**config.mk**
```make
export PLATFORM = sky130hd
export DESIGN_NAME = vic_dual_target
export DESIGN_NICKNAME = d
export VERILOG_FILES = /design/src/rtl/vic_pkg.sv /design/src/rtl/vic_regs.sv /design/src/rtl/vic_edge_queue.sv /design/src/rtl/vic_msg_out.sv /design/src/rtl/vic_dual_target.sv
export SDC_FILE = /design/constraint.sdc
export NUM_CORES = 1
export LEC_CHECK = 0
export BUFFER_PORTS_ARGS = -buffer_cell sky130_fd_sc_hd__buf_2
export CAP_MARGIN = 5
export CORE_MARGIN = 3
export CORE_UTILIZATION = 54
export DETAILED_ROUTE_END_ITERATION = 10
export MAX_ROUTING_LAYER = met4
export PLACE_DENSITY = 0.82
export SKIP_LAST_GASP = 1
export SYNTH_ARGS = -nofsm -noshare
export SYNTH_HDL_FRONTEND = slang
export SYNTH_SLANG_ARGS = --single-unit
export TNS_END_PERCENT = 50
```
**constraint.sdc**
```tcl
create_clock -name clk -period 3.54 [get_ports clk]
set_input_delay 0.354 -clock clk [delete_from_list [all_inputs] [get_ports clk]]
set_output_delay 0.354 -clock clk [all_outputs]
set_load 0.05 [all_outputs]
```
**src/rtl/vic_pkg.sv**
```systemverilog
// Package: shared sizes and register offsets of the dual-target interrupt
// controller. Assumes byte offsets on a 12-bit register window.
package vic_pkg;
    localparam int unsigned VIC_NSRC = 11;
    localparam int unsigned VIC_AW   = 12;
    localparam int unsigned VIC_DW   = 32;
    localparam int unsigned VIC_LOWB = 5;

    localparam logic [VIC_NSRC-1:0] VIC_REQ_IMPL = 11'h5FF;

    localparam logic [11:0] OFS_TGT0  = 12'h004;
    localparam logic [11:0] OFS_REQ0  = 12'h00C;
    localparam logic [11:0] OFS_TGT1  = 12'h010;
    localparam logic [11:0] OFS_REQ1  = 12'h014;
    localparam logic [11:0] OFS_MASK  = 12'h018;
    localparam logic [11:0] OFS_PEND  = 12'h01C;
    localparam logic [11:0] OFS_STEER = 12'h024;
    localparam logic [11:0] OFS_LEVEL = 12'h028;
endpackage

```
**src/rtl/vic_regs.sv**
```systemverilog
// Module: register file. Holds both target registers, mask, steering and
// pending bits, and decodes reads of the derived read-only views.
// Assumes one-cycle access strobes and AW >= 12, DW >= NSRC.
module vic_regs
    import vic_pkg::*;
#(
    parameter int unsigned NSRC = VIC_NSRC,
    parameter int unsigned AW   = VIC_AW,
    parameter int unsigned DW   = VIC_DW,
    parameter logic [NSRC-1:0] REQ_IMPL = VIC_REQ_IMPL
) (
    input  logic            clk,
    input  logic            rst_n,
    input  logic            bus_sel,
    input  logic            bus_we,
    input  logic [AW-1:0]   bus_addr,
    input  logic [DW-1:0]   bus_wdata,
    output logic [DW-1:0]   bus_rdata,
    input  logic [NSRC-1:0] level,
    input  logic [NSRC-1:0] new_evt,
    output logic [DW-1:0]   tgt0,
    output logic [DW-1:0]   tgt1,
    output logic [NSRC-1:0] steer
);
    logic [DW-1:0]   tgt0_q, tgt1_q;
    logic [NSRC-1:0] mask_q, steer_q, pend_q;
    logic            wr_en, rd_en, pend_touch;
    logic [NSRC-1:0] req0_v, req1_v;

    assign wr_en      = bus_sel && bus_we;
    assign rd_en      = bus_sel && !bus_we;
    assign pend_touch = bus_sel && (bus_addr == AW'(OFS_PEND));
    assign req0_v     = level & mask_q & ~steer_q & REQ_IMPL;
    assign req1_v     = level & mask_q & steer_q & REQ_IMPL;

    // Purpose: update writable registers and the self-clearing pending bits.
    always_ff @(posedge clk) begin
        if (!rst_n) begin
            tgt0_q  <= '0;
            tgt1_q  <= '0;
            mask_q  <= '0;
            steer_q <= '0;
            pend_q  <= '0;
        end else begin
            if (wr_en) begin
                case (bus_addr)
                    AW'(OFS_TGT0):  tgt0_q  <= bus_wdata;
                    AW'(OFS_TGT1):  tgt1_q  <= bus_wdata;
                    AW'(OFS_MASK):  mask_q  <= bus_wdata[NSRC-1:0];
                    AW'(OFS_STEER): steer_q <= bus_wdata[NSRC-1:0];
                    default: ;
                endcase
            end
            pend_q <= (pend_touch ? '0 : pend_q) | new_evt;
        end
    end

    // Purpose: select read data for the addressed register.
    always_comb begin
        bus_rdata = '0;
        if (rd_en) begin
            case (bus_addr)
                AW'(OFS_TGT0):  bus_rdata = tgt0_q;
                AW'(OFS_TGT1):  bus_rdata = tgt1_q;
                AW'(OFS_REQ0):  bus_rdata = DW'(req0_v);
                AW'(OFS_REQ1):  bus_rdata = DW'(req1_v);
                AW'(OFS_MASK):  bus_rdata = DW'(mask_q);
                AW'(OFS_PEND):  bus_rdata = DW'(pend_q);
                AW'(OFS_STEER): bus_rdata = DW'(steer_q);
                AW'(OFS_LEVEL): bus_rdata = DW'(level);
                default:        bus_rdata = '0;
            endcase
        end
    end

    assign tgt0  = tgt0_q;
    assign tgt1  = tgt1_q;
    assign steer = steer_q;
endmodule

```
**src/rtl/vic_edge_queue.sv**
```systemverilog
// Module: latches source levels, detects new assertions and keeps one
// send-request bit per source until the output stage grants it.
// Assumes sources are synchronous to clk.
module vic_edge_queue #(
    parameter int unsigned NSRC = vic_pkg::VIC_NSRC
) (
    input  logic            clk,
    input  logic            rst_n,
    input  logic [NSRC-1:0] src_lvl,
    input  logic [NSRC-1:0] grant,
    output logic [NSRC-1:0] level,
    output logic [NSRC-1:0] new_evt,
    output logic [NSRC-1:0] send_req
);
    logic [NSRC-1:0] level_q, send_q;

    assign new_evt = src_lvl & ~level_q;

    // Purpose: track levels and accumulate unsent assertions.
    always_ff @(posedge clk) begin
        if (!rst_n) begin
            level_q <= '0;
            send_q  <= '0;
        end else begin
            level_q <= src_lvl;
            send_q  <= (send_q & ~grant) | new_evt;
        end
    end

    assign level    = level_q;
    assign send_req = send_q;
endmodule

```
**src/rtl/vic_msg_out.sv**
```systemverilog
// Module: picks the lowest waiting source, resolves its target register and
// holds the resulting message until the receiver accepts it.
// Assumes the payload is frozen at load time.
module vic_msg_out #(
    parameter int unsigned NSRC = vic_pkg::VIC_NSRC,
    parameter int unsigned DW   = vic_pkg::VIC_DW,
    parameter int unsigned LOWB = vic_pkg::VIC_LOWB
) (
    input  logic            clk,
    input  logic            rst_n,
    input  logic [NSRC-1:0] send_req,
    input  logic [DW-1:0]   tgt0,
    input  logic [DW-1:0]   tgt1,
    input  logic [NSRC-1:0] steer,
    output logic [NSRC-1:0] grant,
    output logic            msg_valid,
    input  logic            msg_ready,
    output logic [DW-1:0]   msg_addr,
    output logic [LOWB-1:0] msg_data
);
    logic            valid_q;
    logic [DW-1:0]   addr_q, tgt_sel;
    logic [LOWB-1:0] data_q;
    logic [NSRC-1:0] pick;
    logic            load_ok, use_t1;

    assign load_ok = !valid_q || msg_ready;
    assign pick    = send_req & (~send_req + NSRC'(1));
    assign grant   = load_ok ? pick : '0;
    assign use_t1  = |(pick & steer);
    assign tgt_sel = use_t1 ? tgt1 : tgt0;

    // Purpose: load a new message when the slot is free or being drained.
    always_ff @(posedge clk) begin
        if (!rst_n) begin
            valid_q <= 1'b0;
            addr_q  <= '0;
            data_q  <= '0;
        end else if (load_ok) begin
            valid_q <= |send_req;
            if (|send_req) begin
                addr_q <= {tgt_sel[DW-1:LOWB], {LOWB{1'b0}}};
                data_q <= tgt_sel[LOWB-1:0];
            end
        end
    end

    assign msg_valid = valid_q;
    assign msg_addr  = addr_q;
    assign msg_data  = data_q;
endmodule

```
**src/rtl/vic_dual_target.sv**
```systemverilog
// Module: top of the dual-target vectored interrupt controller. Connects the
// register file, the level/send tracker and the message output stage.
// Assumes synchronous active-low reset and synchronous sources.
module vic_dual_target
    import vic_pkg::*;
#(
    parameter int unsigned NSRC = VIC_NSRC,
    parameter int unsigned AW   = VIC_AW,
    parameter int unsigned DW   = VIC_DW,
    parameter int unsigned LOWB = VIC_LOWB
) (
    input  logic            clk,
    input  logic            rst_n,
    input  logic [NSRC-1:0] src_lvl,
    input  logic            bus_sel,
    input  logic            bus_we,
    input  logic [AW-1:0]   bus_addr,
    input  logic [DW-1:0]   bus_wdata,
    output logic [DW-1:0]   bus_rdata,
    output logic            msg_valid,
    input  logic            msg_ready,
    output logic [DW-1:0]   msg_addr,
    output logic [LOWB-1:0] msg_data
);
    logic [NSRC-1:0] level, new_evt, send_req, grant, steer;
    logic [DW-1:0]   tgt0, tgt1;

    vic_regs #(.NSRC(NSRC), .AW(AW), .DW(DW), .REQ_IMPL(VIC_REQ_IMPL)) u_regs (
        .clk(clk), .rst_n(rst_n),
        .bus_sel(bus_sel), .bus_we(bus_we), .bus_addr(bus_addr),
        .bus_wdata(bus_wdata), .bus_rdata(bus_rdata),
        .level(level), .new_evt(new_evt),
        .tgt0(tgt0), .tgt1(tgt1), .steer(steer)
    );

    vic_edge_queue #(.NSRC(NSRC)) u_edge (
        .clk(clk), .rst_n(rst_n), .src_lvl(src_lvl), .grant(grant),
        .level(level), .new_evt(new_evt), .send_req(send_req)
    );

    vic_msg_out #(.NSRC(NSRC), .DW(DW), .LOWB(LOWB)) u_out (
        .clk(clk), .rst_n(rst_n), .send_req(send_req),
        .tgt0(tgt0), .tgt1(tgt1), .steer(steer), .grant(grant),
        .msg_valid(msg_valid), .msg_ready(msg_ready),
        .msg_addr(msg_addr), .msg_data(msg_data)
    );
endmodule

```
==> results of run 1 <==
## cell families after synthesis
| kind of cell | after synthesis | share of synthesized area (%) |
|---|---|---|
| simple gates | 380 | 24.9 |
| compound gates | 224 | 23.5 |
| flops | 152 | 42.9 |
| buf+inv | 81 | 5.31 |
| mux | 22 | 3.32 |
| other cells | 1 | 0.0529 |
## power by group through the flow
stage | Combinational (mW) | Sequential (mW) | Clock [mW]
CTS | 0.268 | 1.76 | 1.78
global route | 0.294 | 1.76 | 1.85
global placement | 0.263 | 1.80 | 0
finish | 0.271 | 1.76 | 1.77
floorplan | 0.174 | 1.79 | 0
detailed placement | 0.264 | 1.80 | 0
## worst max path at each step
stage / from / endpoint / slack, ps
floorplan: bus_addr[9] / bus_rdata[11] / 870
global placement: bus_addr[9] / bus_rdata[28] / 910
detailed placement: bus_addr[9] / bus_rdata[17] / 860
CTS: bus_addr[9] / bus_rdata[17] / 860
global route: bus_addr[9] / bus_rdata[18] / 710
finish: bus_addr[9] / bus_rdata[11] / 850
## area by class of cell
type	count	area [sq um]	share of cell area, %
clock buffers	24	482	5.79
diodes	1	2.50	0.0301
flip-flops and latches	152	3040	36.5
inverters	3	11.3	0.135
clock inverters	7	93.8	1.13
repair buffers	143	763	9.17
multi-input cells	631	3720	44.6
well taps	172	215	2.58
## synthesized netlist by cell type (3+ instances only)
master and n:
o21ai_0 14, o211ai_1 32, buf_2 25, nor3b_1 3, nand2_1 238, nor2b_1 15
or3_1 4, inv_1 3, a21oi_1 24, nand3b_1 3, mux2i_1 10, a21boi_0 67
nand2b_1 10, nand4_1 32, mux2_2 12, buf_4 5, a21boi_2 10, nor2_1 23
and2_1 13, clkbuf_1 45, nand3_1 3, a22oi_1 21, a22o_1 11, nand2_2 10
a21boi_1 23, and3_1 13, o31ai_1 3, dfxtp_1 152, a222oi_1 11, buf_6 3
## sequential cells by signal (all words and copies together) (netlist names), 5 cells and up
register	count
u_edge.level	11
u_regs.steer	11
u_out.msg_data	5
u_regs.mask_q	11
u_edge.send_req	11
u_regs.tgt0	32
u_out.msg_addr	27
u_regs.pend_q	11
u_regs.tgt1	32
## layer usage
layer | share of wire, % | track usage, %
met2 | 47 | 42.3
met1 | 44 | 34.3
met4 | 1.9 | 9.92
met5 | 0 | -
met3 | 6.8 | 4.96
## worst max-delay path, delay by kind of cell
kind / cells / cell delay [ps]
AOI/OAI and AO/OA: 1 / 340
buffers and inverters: 3 / 700
and+or+nand+nor: 3 / 920
## metrics by stage
stage / std cells / hold slack (ps) / setup slack (ps) / power, mW
after global routing: 1133 / 146 / 705 / 3.91
after CTS: 1132 / 130 / 858 / 3.81
after floorplan: 864 / 437 / 870 / 1.97
after detailed placement: 1101 / 456 / 862 / 2.06
after global placement: 1101 / 445 / 911 / 2.06
final: 1133 / 140 / 845 / 3.80
==> flow_summary.json, run 1 <==
{
  "floorplan.die_area_sq_um": 14500,
  "count_of_antenna_violating_nets_left_after_detailed_routing": 0,
  "synth.yosys.warnings": 0,
  "power-per-cell-area_nw_per_um2": 456,
  "required_ps": 3190,
  "kind_of_end_point_of_the_critical_path": "output port",
  "synth_ff_type": "dfxtp_1",
  "r2r_slack_ps": 1160,
  "num-nets-final": 1008,
  "hold_path_startpoint": "src_lvl[5]",
  "effective_utilization_at_floorplan_pct": 55.8,
  "drc_errors": 0,
  "synth-edff-count": 0,
  "detail_route.iter0.violations": 673,
  "seq_area_frac_synth_pct": 42.9,
  "grt_first_pass_wirelength_um": 30300,
  "synth.avg_cell_area_sq_um": 8.25,
  "flow.area_growth_from_synthesis_pct": 17.4,
  "clock_tree.root_cell": "clkbuf_16",
  "grt_pass1_vias": 6054,
  "maximum_number_of_pins_on_one_net_before_global_route_repair": 80,
  "clockBufferDepth": 2,
  "intPower_mw": 2.92,
  "post-cts-setup-buffer-count": 0,
  "critPathMaxStageDelay_ps": 570,
  "setup.worst_path.class": "in -> out",
  "power.switching_fraction_pct": 23.2,
  "finalClockSkew_ps": 8.85,
  "hpwl_after_detailed_placement_um": 12800,
  "clock.fmax_mhz": 371,
  "r2r-start": "u_edge.send_req[0]$_SDFF_PN0_",
  "placedInstanceArea_sq_um": 7750,
  "utilization_pct": 65.5,
  "crit_path_cell_trace": "buf_2 -> or4_4 -> nor2_1 -> o2111ai_2 -> buf_4 -> nor2_1 -> buf_2",
  "critPathMaxFanout": 21,
  "power.share.sequential_pct": 46.3,
  "combPwrFrac_pct": 7.1,
  "holdBufCountCts": 0,
  "holdCritPathClass": "in -> reg",
  "die_w_um": 121,
  "power.share.clock_pct": 46.5,
  "die_y_um": 121,
  "htree_num_levels": 4,
  "cts.reportedPaths.clkPinSlew_ps": 60,
  "hold_path_depth": 2,
  "power.ir.vdd_worst_v": 0.000333,
  "synthArstFlopShare_pct": 0,
  "min_delay_worst_endpoint": "u_edge.level[5]$_SDFF_PN0_",
  "run_status": "completed",
  "grt_use_total_pct": 26.7,
  "reg2regPathDepth": 6,
  "maxSlewHeadroom_pct": 45.1,
  "hold_viol": 0,
  "r2r-end": "u_out.msg_addr[23]$_SDFFE_PN0P_",
  "layout_commonest_cell": "nand2_1",
  "detailedRoute.firstPassIterationCount": 5,
  "tightest_slew_ps": 823,
  "synth_area_sq_um": 7090,
  "detail_route.wirelength_um": 19000,
  "numCtsBuffers": 17,
  "final_cell_area_excluding_filler_cells_sq_um": 8330,
  "nFillCells": 1128,
  "worstSetupStartpointType": "input port",
  "synth.ff_latch_count": 152,
  "synth_largest_type_area_fraction_pct": 42.9,
  "setup_total_negative_slack_ps": 0,
  "slew_violations": 0,
  "cts_tree": "done",
  "layout_min_cycle_time_ps": 2690,
  "finalSetupViolCount": 0,
  "remaining_global_route_overflow": 0,
  "core_footprint_sq_um": 12700,
  "post_synth_main_area_contributors": "dfxtp_1, nand2_1, a21boi_0",
  "total_via_count_after_detailed_routing": 6543,
  "buffer_ports.inserted": 124,
  "drive_gt1_share_pct": 22.0,
  "row_count": 41,
  "wire_length_per_cell_after_detailed_routing_um": 16.8,
  "pin_count": 130,
  "mostFrequentLayoutCells": "nand2_1, dfxtp_1, buf_2",
  "synthDistinctLibCells": 48,
  "rsz0062_at_grt": "no",
  "max_cap_viols": 0,
  "final_estimated_routing_congestion_in_global_placement": 0.875,
  "antenna_found_initial": 1,
  "final.period_utilization_pct": 76.1,
  "synthesis.instances": 860,
  "cts-resized-gates": 0,
  "leakagePower_nw": 3.06,
  "tritoncts_num_sinks": 152,
  "p_sw_mw": 0.883,
  "insertion_delay_ps": 430,
  "critical_path.slowest_cell": "or4_4",
  "arrival_time_of_data_at_the_critical_path_endpoint_ps": 2340,
  "vias_per_cell": 5.77,
  "yosys.area.top_type": "dfxtp_1"
}
Power figures use the tool's default switching activity.
==> inputs of run 2 (changes only) <==
clock period = 2.8 ns   (was 3.54 ns; I/O delays follow)
==> run 2 against run 1 <==
Compared with the run above: via count rose by 0.99%; final area rose by 0.75%; setup slack got worse by 600 ps; flip-flop and latch count did not move; register-to-register slack got worse by 790 ps; clock-buffer cell count fell by 2; routed wire length barely moved; sequential power rose by 26%; combinational power rose by 26%; critical path depth did not move.
==> flow_summary.json, run 2 (same netlist as run 1, synthesis figures left out) <==
{
  "finalSetupViolCount": 0,
  "maxSlewHeadroom_pct": 34.5,
  "core_footprint_sq_um": 12700,
  "drive_gt1_share_pct": 22.3,
  "arrival_time_of_data_at_the_critical_path_endpoint_ps": 2270,
  "slew_violations": 0,
  "count_of_antenna_violating_nets_left_after_detailed_routing": 0,
  "startpoint": "bus_addr[9]",
  "rsz0062_at_grt": "no",
  "r2r-start": "u_edge.send_req[0]$_SDFF_PN0_",
  "die_w_um": 121,
  "layout_commonest_cell": "nand2_1",
  "detailedRoute.firstPassIterationCount": 6,
  "clock_tree.root_cell": "clkbuf_16",
  "flow.area_growth_from_synthesis_pct": 18.3,
  "clockBufferDepth": 2,
  "holdCritPathClass": "in -> reg",
  "die_y_um": 121,
  "maximum_number_of_pins_on_one_net_before_global_route_repair": 121,
  "final_estimated_routing_congestion_in_global_placement": 0.872,
  "n_antenna_cell": 0,
  "layout_min_cycle_time_ps": 2550,
  "pin_count": 130,
  "hold_path_startpoint": "src_lvl[2]",
  "antenna_found_initial": 0,
  "grt_pass1_vias": 6042,
  "post-cts-setup-buffer-count": 0,
  "effective_utilization_at_floorplan_pct": 55.8,
  "wire_length_per_cell_after_detailed_routing_um": 16.8,
  "cts_tree": "done",
  "hold_viol": 0,
  "htree_num_levels": 4,
  "cts-resized-gates": 0,
  "total_via_count_after_detailed_routing": 6608,
  "buffer_ports.inserted": 124,
  "run_status": "completed",
  "floorplan.die_area_sq_um": 14500,
  "worstSetupStartpointType": "input port",
  "required_ps": 2520,
  "critPathMaxFanout": 21,
  "post-layout-total-power_mw": 5.06,
  "setup_total_negative_slack_ps": 0,
  "detail_route.wirelength_um": 19000,
  "stdcell_count": 1132,
  "vias_per_cell": 5.84,
  "clock.fmax_mhz": 392,
  "dp_cells": 1100,
  "power.ir.vdd_worst_v": 0.000399,
  "finalClockSkew_ps": 7.89,
  "holdBufCountCts": 0,
  "final.period_utilization_pct": 91.2,
  "power-per-cell-area_nw_per_um2": 603,
  "grt_use_total_pct": 26.6,
  "hpwl_after_detailed_placement_um": 12600,
  "kind_of_end_point_of_the_critical_path": "output port",
  "tritoncts_num_sinks": 152,
  "numCtsBuffers": 17,
  "insertion_delay_ps": 430,
  "mostFrequentLayoutCells": "nand2_1, dfxtp_1, buf_2",
  "nFillCells": 1120,
  "max_cap_viols": 0,
  "drc_errors": 0,
  "cts.reportedPaths.clkPinSlew_ps": 60,
  "detail_route.iter0.violations": 901,
  "remaining_global_route_overflow": 0,
  "tightest_slew_ps": 982,
  "setup.worst_path.class": "in -> out",
  "row_count": 41,
  "grt_first_pass_wirelength_um": 30400,
  "leakagePower_nw": 3.09,
  "num-nets-final": 1007
}
## run 2: changes by cell type in the layout (fill, tap and decap cells not counted)
cell	before	now
inv_6	0	2
clkinvlp_4	2	1
buf_4	19	18
clkbuf_8	3	4
bufinv_16	2	4
diode_2	1	0
clkbuf_1	4	1
## run 2: path summary, 6_finish.rpt
kind	end	slack (ps)	cells after the start
worst max-delay path	bus_rdata[29]	250	7
worst min-delay path	u_edge.level[2]$_SDFF_PN0_	60	2
worst max register to register	u_out.msg_addr[5]$_SDFFE_PN0P_	370	6
worst min register to register	u_regs.mask_q[9]$_SDFFE_PN0P_	460	2
## run 2: area by class of cell
class	instances	area, sq um	area share (%)
Multi-Input combinational cell	631	3720	44.3
Sequential cell	152	3040	36.3
Timing Repair Buffer	142	756	9.01
Clock buffer	22	484	5.77
Tap cell	172	215	2.57
Clock inverter	10	164	1.95
Inverter	3	11.3	0.134
## run 2: stage by stage
stage	area, sq um	utilization [%]	hold WS (ps)	worst slack, ps
6_report	8390	65.9	64.6	246
5_1_grt	8390	65.9	70.0	39.6
4_1_cts	8390	65.9	52.2	240
3_5_place_dp	7740	60.8	454	253
3_3_place_gp	7740	60.8	448	321
2_1_floorplan	7110	-	402	278
## run 2: critical path, stage by stage
cell	delay, ps
buf_2	90
or4_4	560
nor2_1	210
o2111ai_2	320
buf_4	340
nor2_1	160
buf_2	280
## run 2: report_power, final
part | switching [mW] | internal [mW]
registers | 0.0270 | 2.20
clock network | 0.903 | 1.59
logic | 0.225 | 0.116
total | 1.16 | 3.90
## run 2: layer usage
layer | GRT usage, % | routed length [um]
met1 | 34.3 | 8370
met2 | 42.0 | 8830
met3 | 4.77 | 1400
met4 | 10.1 | 435
met5 | - | 0
==> inputs of run 3 (changes only) <==
==> constraint.sdc (replaced) <==
create_clock -name clk -period 2.8 [get_ports clk]
set_input_delay 0.56 -clock clk [delete_from_list [all_inputs] [get_ports clk]]
set_output_delay 0.56 -clock clk [all_outputs]
set_load 0.05 [all_outputs]
==> run 3 against run 2 <==
Compared with the run above: the run now ends with setup timing left; sequential power about the same; critical path depth rose by 1; setup slack got worse by 320 ps; clock-buffer cell count rose by 2; clock power decreased by 10%; register-to-register slack better by 70 ps; non-clock buffer count up 8; final area rose by 4.4%; sequential share of layout area shrank 1.5 points; core utilization grew 2.9 points.
==> flow_summary.json, run 3 (same netlist as run 1, synthesis figures left out) <==
{
  "slew_violations": 0,
  "layout_commonest_cell": "nand2_1",
  "crit_path_frequent_cell": "buf_6",
  "num-nets-final": 1015,
  "insertion_delay_ps": 430,
  "detail_route.iter0.violations": 674,
  "kind_of_end_point_of_the_critical_path": "output port",
  "maxSlewHeadroom_pct": 34.7,
  "vias_per_cell": 5.84,
  "finalClockSkew_ps": 8.93,
  "mostFrequentLayoutCells": "nand2_1, dfxtp_1, buf_2",
  "core_footprint_sq_um": 12700,
  "clock.fmax_mhz": 348,
  "power-per-cell-area_nw_per_um2": 549,
  "setup.worst_path.class": "in -> out",
  "stdcell_count": 1139,
  "numCtsBuffers": 17,
  "pin_count": 130,
  "floorplan.die_area_sq_um": 14500,
  "detailedRoute.firstPassIterationCount": 6,
  "crit_path_cell_trace": "buf_6 -> or4_4 -> nor4b_4 -> buf_6 -> clkbuf_16 -> a22oi_1 -> nor2_2 -> buf_6",
  "die_y_um": 121,
  "worstSetupStartpointType": "input port",
  "critPathMaxFanout": 6,
  "arrival_time_of_data_at_the_critical_path_endpoint_ps": 2310,
  "antenna_found_initial": 0,
  "finalSetupViolCount": 21,
  "post-cts-setup-buffer-count": 0,
  "buffer_ports.inserted": 124,
  "worstSetupPathDepth": 8,
  "max_cap_viols": 0,
  "clockBufferDepth": 2,
  "n_antenna_cell": 0,
  "violated_checks": "setup timing",
  "clock_tree.root_cell": "clkbuf_16",
  "drive_gt1_share_pct": 25.4,
  "timing.final.ws_setup_ps": -74.2,
  "remaining_global_route_overflow": 0,
  "detail_route.wirelength_um": 19800,
  "cts_tree": "done",
  "leakagePower_nw": 3.14,
  "holdCritPathClass": "in -> reg",
  "wire_length_per_cell_after_detailed_routing_um": 17.4,
  "maximum_number_of_pins_on_one_net_before_global_route_repair": 121,
  "dp_cells": 1106,
  "required_ps": 2240,
  "grt_use_total_pct": 27.3,
  "cts.reportedPaths.clkPinSlew_ps": 60,
  "reg2regPathDepth": 6,
  "effective_utilization_at_floorplan_pct": 55.8,
  "cp.buffers_inverters": 4,
  "tightest_slew_ps": 979,
  "hold_ws_ps": 347,
  "utilization_pct": 68.8,
  "total_via_count_after_detailed_routing": 6647,
  "tritoncts_num_sinks": 152,
  "drc_errors": 0,
  "die_w_um": 121,
  "r2r_slack_ps": 440,
  "r2r-start": "u_edge.send_req[0]$_SDFF_PN0_",
  "final.period_utilization_pct": 103,
  "flow.area_growth_from_synthesis_pct": 23.4,
  "run_status": "complete, but fails checks",
  "cp_top_family": "simple AND/OR/NAND/NOR gates",
  "r2r-end": "u_out.msg_addr[22]$_SDFFE_PN0P_",
  "count_of_antenna_violating_nets_left_after_detailed_routing": 0,
  "nFillCells": 1036,
  "critPathMaxStageDelay_ps": 570,
  "cp-endpoint": "bus_rdata[25]",
  "htree_num_levels": 4,
  "layout_min_cycle_time_ps": 2870,
  "rsz0062_at_grt": "yes",
  "row_count": 41,
  "hold_viol": 0,
  "power.ir.vdd_worst_v": 0.000463,
  "final_estimated_routing_congestion_in_global_placement": 0.899,
  "startpoint": "bus_addr[6]",
  "grt_first_pass_wirelength_um": 30900,
  "hpwl_after_detailed_placement_um": 12600,
  "grt_pass1_vias": 6106,
  "critical_path.slowest_cell": "or4_4"
}
-- run 3: cell types whose count changed in the layout (fill, tap and decap cells not counted), sizes merged --
cell      change
bufinv        -2
buf           +3
clkinvlp      +1
clkbuf        +7
inv           -2
-- run 3: worst register-to-register path: stages (launching register included) --
cell      delay, ps
dfxtp_1         350
or4_1           570
nor4_1          550
nor3b_2          90
buf_4           350
nand4_1         220
o211ai_1        110
-- run 3: power breakdown --
| part | internal, mW | switching (mW) |
|---|---|---|
| Clock | 1.37 | 0.857 |
| Combinational | 0.121 | 0.231 |
| Sequential | 2.20 | 0.0262 |
-- run 3: layout make-up --
cell class	instances	area (sq um)	area share, %
clock buffer	24	482	5.50
clock inverter	7	93.8	1.07
inverter	3	11.3	0.129
multi-input combinational	631	3870	44.2
sequential	152	3040	34.8
tap	172	215	2.46
timing repair buffer	150	1040	11.9
-- run 3: worst min path at each step --
stage                                               start                              end  slack [ps]  cells after the start
after floorplan             u_regs.mask_q[9]$_SDFFE_PN0P_    u_regs.mask_q[9]$_SDFFE_PN0P_         440                      2
after global placement    u_out.msg_addr[11]$_SDFFE_PN0P_  u_out.msg_addr[11]$_SDFFE_PN0P_         450                      2
after detailed placement  u_out.msg_addr[20]$_SDFFE_PN0P_  u_out.msg_addr[20]$_SDFFE_PN0P_         450                      2
after CTS                                      src_lvl[8]       u_edge.level[8]$_SDFF_PN0_         340                      2
after global routing                           src_lvl[4]       u_edge.level[4]$_SDFF_PN0_         350                      2
final                                          src_lvl[8]       u_edge.level[8]$_SDFF_PN0_         350                      2
-- run 3: repair_timing --
action	4_1_cts	5_1_grt
cloned	0	2
hold buffers	0	0
setup endpoints to repair	30	30
gates resized for setup	16	40
pin swaps	0	15
-- run 3: metrics by stage --
step	cell area (sq um)	setup WS [ps]	setup TNS, ps	power (mW)
detailed placement	7980	-69.1	-1060	2.61
global placement	7980	-28.2	-92.6	2.61
global route	8760	-151	-2870	4.95
finish	8760	-74.2	-837	4.81
CTS	8590	-45.8	-326	4.83
floorplan	7200	-255	-4580	2.49
-- run 3: per-layer routing --
metal / routed length [um] / track usage (%) / vias up
li1: - / - / 3187
met1: 8200 / 34.2 / 3108
met2: 9370 / 43.2 / 313
met3: 1740 / 6.17 / 39
met4: 459 / 10.5 / 0
met5: 0 / - / -
